--- src/rtl/idx_ea_unit.sv ---
module idx_ea_unit #(
  parameter int AW = 16
) (
  input  logic          clk,
  input  logic          rst_n,
  input  logic          start,
  input  logic [7:0]    postbyte,
  input  logic [7:0]    ext_hi,
  input  logic [7:0]    ext_lo,
  input  logic [AW-1:0] reg_x,
  input  logic [AW-1:0] reg_y,
  input  logic [AW-1:0] reg_sp,
  input  logic [AW-1:0] reg_pc,
  input  logic [AW/2-1:0] acc_a,
  input  logic [AW/2-1:0] acc_b,
  input  logic [7:0]    mem_rdata,
  output logic          mem_rd,
  output logic [AW-1:0] mem_addr,
  output logic          done,
  output logic [AW-1:0] ea,
  output logic          indirect,
  output logic [1:0]    ext_used,
  output logic          wb_en,
  output logic [1:0]    wb_sel,
  output logic [AW-1:0] wb_val,
  output logic          illegal
);
  localparam int HW = AW / 2;

  typedef enum logic [2:0] {S_IDLE, S_PHI, S_PLO, S_PWORD, S_DONE} st_t;
  st_t state;

  logic          is_ext, is_step;
  logic [1:0]    rr;
  logic [AW-1:0] base, off, step, stepped;
  logic [AW-1:0] d_ea;
  logic          d_ind, d_wb, d_ill;
  logic [1:0]    d_ext;
  logic [HW-1:0] ptr_hi;

  assign is_ext  = postbyte[7:5] == 3'b111;
  assign is_step = !is_ext && postbyte[5];
  assign rr      = is_ext ? postbyte[4:3] : postbyte[7:6];

  always_comb begin
    case (rr)
      2'b00:   base = reg_x;
      2'b01:   base = reg_y;
      2'b10:   base = reg_sp;
      default: base = reg_pc;
    endcase
  end

  assign step    = postbyte[3] ? {{(AW-4){1'b1}}, postbyte[3:0]}
                               : {{(AW-4){1'b0}}, postbyte[3:0]} + AW'(1);
  assign stepped = base + step;

  always_comb begin
    off   = '0;
    d_ind = 1'b0;
    d_ext = 2'd0;
    if (!is_ext) begin
      off = {{(AW-5){postbyte[4]}}, postbyte[4:0]};
    end else if (!postbyte[2]) begin
      case (postbyte[1:0])
        2'b00, 2'b01: begin off = {{(AW-8){postbyte[0]}}, ext_hi}; d_ext = 2'd1; end
        2'b10:        begin off = {ext_hi, ext_lo}; d_ext = 2'd2; end
        default:      begin off = {ext_hi, ext_lo}; d_ext = 2'd2; d_ind = 1'b1; end
      endcase
    end else begin
      case (postbyte[1:0])
        2'b00:   off = {{HW{1'b0}}, acc_a};
        2'b01:   off = {{HW{1'b0}}, acc_b};
        2'b10:   off = {acc_a, acc_b};
        default: begin off = {acc_a, acc_b}; d_ind = 1'b1; end
      endcase
    end
  end

  assign d_wb  = is_step && rr != 2'b11;
  assign d_ill = is_step && rr == 2'b11;
  assign d_ea  = is_step ? (postbyte[4] ? base : stepped) : base + off;

  always_ff @(posedge clk or negedge rst_n) begin
    if (!rst_n) begin
      state    <= S_IDLE;
      ea       <= '0;
      indirect <= 1'b0;
      ext_used <= 2'd0;
      wb_en    <= 1'b0;
      wb_sel   <= 2'd0;
      wb_val   <= '0;
      illegal  <= 1'b0;
      ptr_hi   <= '0;
    end else begin
      case (state)
        S_IDLE: if (start) begin
          ea       <= d_ea;
          indirect <= d_ind && !d_ill;
          ext_used <= d_ext;
          wb_en    <= d_wb;
          wb_sel   <= rr;
          wb_val   <= stepped;
          illegal  <= d_ill;
          state    <= (d_ind && !d_ill) ? S_PHI : S_DONE;
        end
        S_PHI:   state <= S_PLO;
        S_PLO:   begin ptr_hi <= mem_rdata; state <= S_PWORD; end
        S_PWORD: begin ea <= {ptr_hi, mem_rdata}; state <= S_DONE; end
        default: state <= S_IDLE;
      endcase
    end
  end

  assign mem_rd   = state == S_PHI || state == S_PLO;
  assign mem_addr = (state == S_PLO) ? ea + AW'(1) : ea;
  assign done     = state == S_DONE;
endmodule

--- config.mk ---
export PLATFORM = sky130hd
export DESIGN_NAME = idx_ea_unit
export DESIGN_NICKNAME = d
export VERILOG_FILES = /design/src/rtl/idx_ea_unit.sv
export SDC_FILE = /design/constraint.sdc
export NUM_CORES = 1
export LEC_CHECK = 0
export ABC_AREA = 1
export BUFFER_PORTS_ARGS = -buffer_cell sky130_fd_sc_hd__buf_4
export CAP_MARGIN = 10
export CORE_UTILIZATION = 58
export CTS_BUF_LIST = sky130_fd_sc_hd__clkbuf_8
export DETAILED_ROUTE_END_ITERATION = 10
export PLACE_DENSITY_LB_ADDON = 0.1
export SLEW_MARGIN = 20
export SYNTH_ARGS = -nofsm -noshare
export SYNTH_HDL_FRONTEND = slang
export SYNTH_SLANG_ARGS = --single-unit
--- constraint.sdc ---
create_clock -name clk -period 3.9 [get_ports clk]
set_input_delay 0.78 -clock clk [delete_from_list [all_inputs] [get_ports clk]]
set_output_delay 0.78 -clock clk [all_outputs]
set_load 0.02 [all_outputs]
Yosys cells after proc, flatten, opt, wreduce, memory -nomap -nowiden. Index checks and enable logic that the tools add are counted.

Add/subtract/negate cells: 4. Multipliers: 0. Divide/modulo/power cells: 0. Magnitude comparators: 0. Equality and inequality tests: 12. Shifts and indexed selects: 0. Muxes and demuxes: 20. Bitwise gates (word level): 0. Reduce and logical (&&, ||, !) cells: 15.

Operators with widths (number): $mux W16 (8); $pmux W16 S2 (2); $pmux W16 S3 (1); $add A16 B16 Y16 (2); $add A16 B1 Y16 const B (1); $pmux W3 S4 (1); $mux W2 (4); $eq A2 B2 Y1 const B (3); $eq A3 B2 Y1 const B (2); $eq A3 B3 Y1 const B (2); $mux W3 (2); $add A4 B1 Y5 const B (1); $eq A2 B1 Y1 const B (2); $logic_and A1 B1 Y1 (4); $logic_not A2 Y1 (2); $ne A2 B2 Y1 const B (2); $reduce_and A2 Y1 (2); $eq A3 B1 Y1 const B (1); $logic_not A3 Y1 (1); $reduce_or A3 Y1 (1); $logic_not A1 Y1 (2); $mux W1 (2); $reduce_bool A2 Y1 (1); $reduce_or A2 Y1 (1); $logic_or A1 B1 Y1 (1).

Flip-flop bits (word level): 50. Latch bits: 0. RAM bits: 0. Memory bits (read-only): 0. Input port bits: 115. Output and inout bits: 57. Logic and storage cells: 60. Memories kept: 0.

Logic depth before layout (Yosys ltp).
Depth after elaboration: 9. Depth in mapped cells: 26. Mapped depth without buffers: 24.

Worst setup path before layout. Ideal clock, no wire load.

Kind: input to register. Start: input port postbyte[1]. End: register ea[4]. Library setup time: 123 ps. Arrival time: 3345 ps. Required time: 3777 ps. Slack: 432 ps. Stages: 19. Path buffers: 2. Cells stage by stage: inv_1 -> clkbuf_1 -> ha_1 -> buf_2 -> nor2_1 -> nor2_1 -> inv_1 -> o21ai_0 -> o22ai_1 -> ha_1 -> fa_1 -> inv_1 -> nor2_1 -> o21a_1 -> and2_1 -> o21ai_1 -> nand3_1 -> nand2_1 -> o21ai_1.

Word-level cells in the longest chain between the ends: 9. Elaborated cells on any way between the ends: 15. Classes of those cells: add/sub (3); eq/ne (1); mux (9); reduce/logical (2).

Ends and longest elaborated chain: start: declaration (RTL line 7) `input logic [7:0] postbyte,`; parallel branches: the longest is 6 deep, another holds $add A16 B16 Y16; $mux W16 * (RTL line 82) `assign d_ea = is_step ? (postbyte[4] ? base : stepped) : base + off;`; $mux W16 * (RTL line 97) `S_IDLE: if (start) begin`; $pmux W16 S2 * (RTL line 96) `case (state)`; end signal: assignment (RTL line 87) `ea <= '0;`; end signal: assignment (RTL line 98) `ea <= d_ea;`; end signal: assignment (RTL line 109) `S_PWORD: begin ea <= {ptr_hi, mem_rdata}; state <= S_DONE; end`; end: declaration (RTL line 20) `output logic [AW-1:0] ea,`.

Every way passes the cells marked *. The select of a mux whose other input is x is not followed. A chain may end at the register's enable or synchronous reset.

Worst setup path in the final report.
Start: input port postbyte[4]. End: register ea[15].

Word-level cells in the longest chain between the ends: 8. Elaborated cells on any way between the ends: 12. Classes of those cells: add/sub (2); eq/ne (2); mux (7); reduce/logical (1).

Ends and longest elaborated chain: $mux W2 (RTL line 43) `assign rr = is_ext ? postbyte[4:3] : postbyte[7:6];`; $eq A2 B2 Y1 (tied with other cells) (RTL line 46) `case (rr)`; $pmux W16 S3 (RTL line 46); $add A16 B16 Y16 (RTL line 56) `assign stepped = base + step;`; $mux W16 (RTL line 82); $mux W16 * (RTL line 82); $mux W16 * (RTL line 97); $pmux W16 S2 * (RTL line 96).

Every way passes the cells marked *; elsewhere a longest branch is shown, timed or not. The select of a mux whose other input is x is not followed.

==> flow_metrics.py <==
metrics = {
    "status": {
        "status": "finished clean",
    },
    "die": {
        "start_util_pct": 59.85,
        "die_w_um": 99.65,
        "placementRows": 35,
        "die_y_um": 99.65,
        "die_area_um2": 9929,
        "core_um2": 9240,
        "boundaryPins": 172,
    },
    "pwr": {
        "p_comb_share_pct": 64.3,
        "leakage_uw": 0.003825,
        "p_seq_share_pct": 26.2,
        "net-switching-power_uw": 1791,
        "finalPower_uw": 3600,
        "internal_power_uw": 1809,
        "power_frac_clock_pct": 9.5,
        "peakVddDrop_v": 0.0003259,
        "swShare_pct": 49.76,
        "p_per_area_nw_per_um2": 504.5,
    },
    "min_path": {
        "min_path_type": "primary input to async pin",
    },
    "timing": {
        "timing.fmax_ghz": 0.2873,
        "worst_pin_slew_ns": 0.9674,
        "tns_ns": 0,
        "max_slew_margin_pct": 35.35,
        "skew_ns": 0.007898,
        "final-max-slew-violation-count": 0,
        "final_hold_viol_count": 0,
        "rsz0062_at_grt": "no",
        "min_period_over_period_pct": 89.25,
        "final_period_minus_worst_setup_slack_ns": 3.481,
        "setup_violations": 0,
    },
    "synth": {
        "ys_top_cells_by_count": "nand2_1 (262), inv_1 (92), nand3_1 (80), nor2_1 (80), a21oi_1 (64)",
        "synthesis.area_um2": 5530,
        "yosysUniqueCellTypes": 48,
        "async_flop_share_pct": 100.0,
        "synth_top_area_share_pct": 22.62,
        "ys.flop_type": "dfrtp_1",
        "yosysMostFrequentCell": "nand2_1",
        "synth_area_per_cell_um2": 6.186,
        "seq_area_frac_synth_pct": 22.62,
        "netlist_top_cells_area": "dfrtp_1 (23%), nand2_1 (18%), nand3_1 (7.2%)",
        "yosysWarnings": 0,
        "ys_seq_elements": 50,
        "synthCells": 894,
        "synth-edff-count": 0,
        "yosysTopAreaCell": "dfrtp_1",
        "syn_nets": 1041,
    },
    "job": {
        "cap_viol_max_count": 0,
    },
    "grt": {
        "grt_overflow": 0,
        "grt_pass1_wl_um": 28500,
        "track_usage_pct": 36.08,
        "first_global_vias": 6148,
        "grt_max_degree": 51,
        "antenna_found_initial": 0,
    },
    "clock_network": {
        "numCtsBuffers": 5,
        "cts_tree": "yes",
        "ctsHoldBuffers": 0,
        "postCtsSetupBuffers": 0,
        "cts.sinks": 50,
        "cts_resized": 0,
        "htree_levels": 2,
        "clk_pin_slew_ns": 0.11,
        "clockBufferDepth": 2,
        "insertion_delay_ns": 0.32,
        "cts_root_buf": "clkbuf_8",
    },
    "critical_path": {
        "max_stage_delay_ns": 0.46,
        "crit_type": "primary input to flip-flop",
        "path_cells": "buf_4 > o21ai_2 > nand2_1 > inv_1 > nand2_1 > a41oi_1 > ha_1 > a21oi_1 > inv_1 > a31oi_1 > o21ai_0 > a21oi_1 > nand2_1 > nand2_1 > nand3_1 > nand2_1 > nand2_1 > nand2_1 > nand2_1",
        "cpMostUsedCell": "nand2_1",
        "cp_data_required_time_ns": 4.12,
        "reg2reg_slack_ns": 1.33,
        "worstReg2RegEnd": "wb_val[14]",
        "cp_max_fo": 13,
        "critPathCaptureType": "flip-flop",
        "reg2reg_depth": 7,
        "critPathSlowestCell": "a41oi_1",
        "rr_startpoint": "state[0]",
        "crit_arrival_ns": 3.70,
        "startpoint_type": "primary input",
    },
    "cells_and_area": {
        "seq_area_um2": 1251,
        "fin_cells": 1198,
        "drive_gt1_share_pct": 22.83,
        "multi_input_area_um2": 3782,
        "n_antenna_cell": 0,
        "n_fill_cell": 782,
        "area_delta_synth_final_pct": 29.03,
        "nNetsFinal": 1215,
    },
    "routing": {
        "wl_per_cell_um": 14.63,
        "drc": 0,
        "viasPerCell": 5.591,
        "dr.first_iter.drc_count": 422,
        "detail_route.first_pass.iterations": 5,
        "ant_nets": 0,
        "wl_um": 17530,
        "routed-via-count": 6698,
    },
    "placed_design": {
        "io_buffers": 171,
        "dp_hpwl_um": 14400,
        "dp.cells": 1190,
        "place_congestion": 1.038,
    },
}
placed cells by master (no fill, tap or decap), types with 5 or more instances in the layout:
| cell | netlist | routed |
|---|---|---|
| inv_1 | 92 | 92 |
| xnor2_1 | 8 | 8 |
| xor2_1 | 16 | 16 |
| dfrtp_1 | 50 | 50 |
| a21o_1 | 5 | 5 |
| clkbuf_8 | 0 | 5 |
| nor3_1 | 10 | 10 |
| o21ai_0 | 59 | 59 |
| nand3_1 | 80 | 80 |
| a41oi_1 | 10 | 10 |
| nand4_1 | 7 | 7 |
| o21ai_1 | 7 | 7 |
| ha_1 | 30 | 30 |
| nand2_1 | 262 | 262 |
| nor2_1 | 80 | 80 |
| nand2_2 | 14 | 14 |
| o21a_1 | 10 | 10 |
| a21oi_1 | 64 | 64 |
| buf_4 | 0 | 196 |
| inv_2 | 6 | 6 |
| a31oi_1 | 6 | 6 |
cell type report:
cell class | instances | share of cell area [%]
Clock buffer | 5 | 0.9644
Clock inverter | 3 | 0.4033
Inverter | 99 | 5.208
Multi-Input combinational cell | 716 | 53.01
Sequential cell | 50 | 17.53
Tap cell | 129 | 2.262
Timing Repair Buffer | 196 | 20.62
metal layers:
layer / vias to the layer above / track usage, % / wire length, µm
met5: - / 0 / 0
met4: 0 / 13.35 / 456
met3: 35 / 5.271 / 1258
met2: 323 / 62.61 / 8386
met1: 3046 / 45.47 / 7426
li1: 3294 / - / -
worst max-delay path, delay by kind of cell:
family | cells | cell delay [ns]
simple gates | 9 | 0.65
compound gates | 6 | 1.36
fa+ha+maj | 1 | 0.38
buf+inv | 3 | 0.54
power groups by stage:
stage	logic [µW]	clock network [µW]	registers (µW)
6_report	2320	343	942
5_1_grt	2550	357	972
4_1_cts	2300	344	941
3_5_place_dp	2290	0	952
3_3_place_gp	2250	0	941
2_1_floorplan	1230	0	1130
registers in the layout, summed over array words and instances (netlist names):
signal / cells
wb_en: 1
ext_used: 2
ptr_hi: 8
indirect: 1
ea: 16
state: 3
wb_sel: 2
wb_val: 16
illegal: 1
worst max path at each step:
| stage | startpoint | to | slack, ns | cells past startpoint |
|---|---|---|---|---|
| 2_1_floorplan | postbyte[1] | ea[4] | 0.43 | 19 |
| 3_3_place_gp | postbyte[0] | ea[13] | 0.18 | 19 |
| 3_5_place_dp | postbyte[0] | ea[12] | 0.13 | 21 |
| 4_1_cts | state[2] | mem_addr[15] | 0.40 | 10 |
| 5_1_grt | postbyte[6] | ea[15] | 0.05 | 20 |
| 6_report | postbyte[4] | ea[15] | 0.42 | 19 |
through the flow:
stage / util (%) / hold slack (ns) / setup slack (ns) / instance area, µm²
CTS: 77.22 / 0.4828 / 0.4004 / 7136
finish: 77.22 / 0.4678 / 0.4194 / 7136
global route: 77.22 / 0.5200 / 0.04580 / 7136
detailed placement: 76.17 / 0.4665 / 0.1349 / 7038
floorplan: - / 0.4537 / 0.4324 / 5530
global placement: 76.17 / 0.4585 / 0.1810 / 7038
cell families after synthesis:
| kind of cell | count (synthesis) | synth area share, % |
|---|---|---|
| xor+xnor | 24 | 3.801 |
| compound gates | 181 | 19.16 |
| flops | 50 | 22.62 |
| simple gates | 479 | 37.92 |
| fa+ha+maj | 32 | 7.511 |
| buf+inv | 128 | 8.982 |
Note: power is estimated with default switching activity, not from simulation.
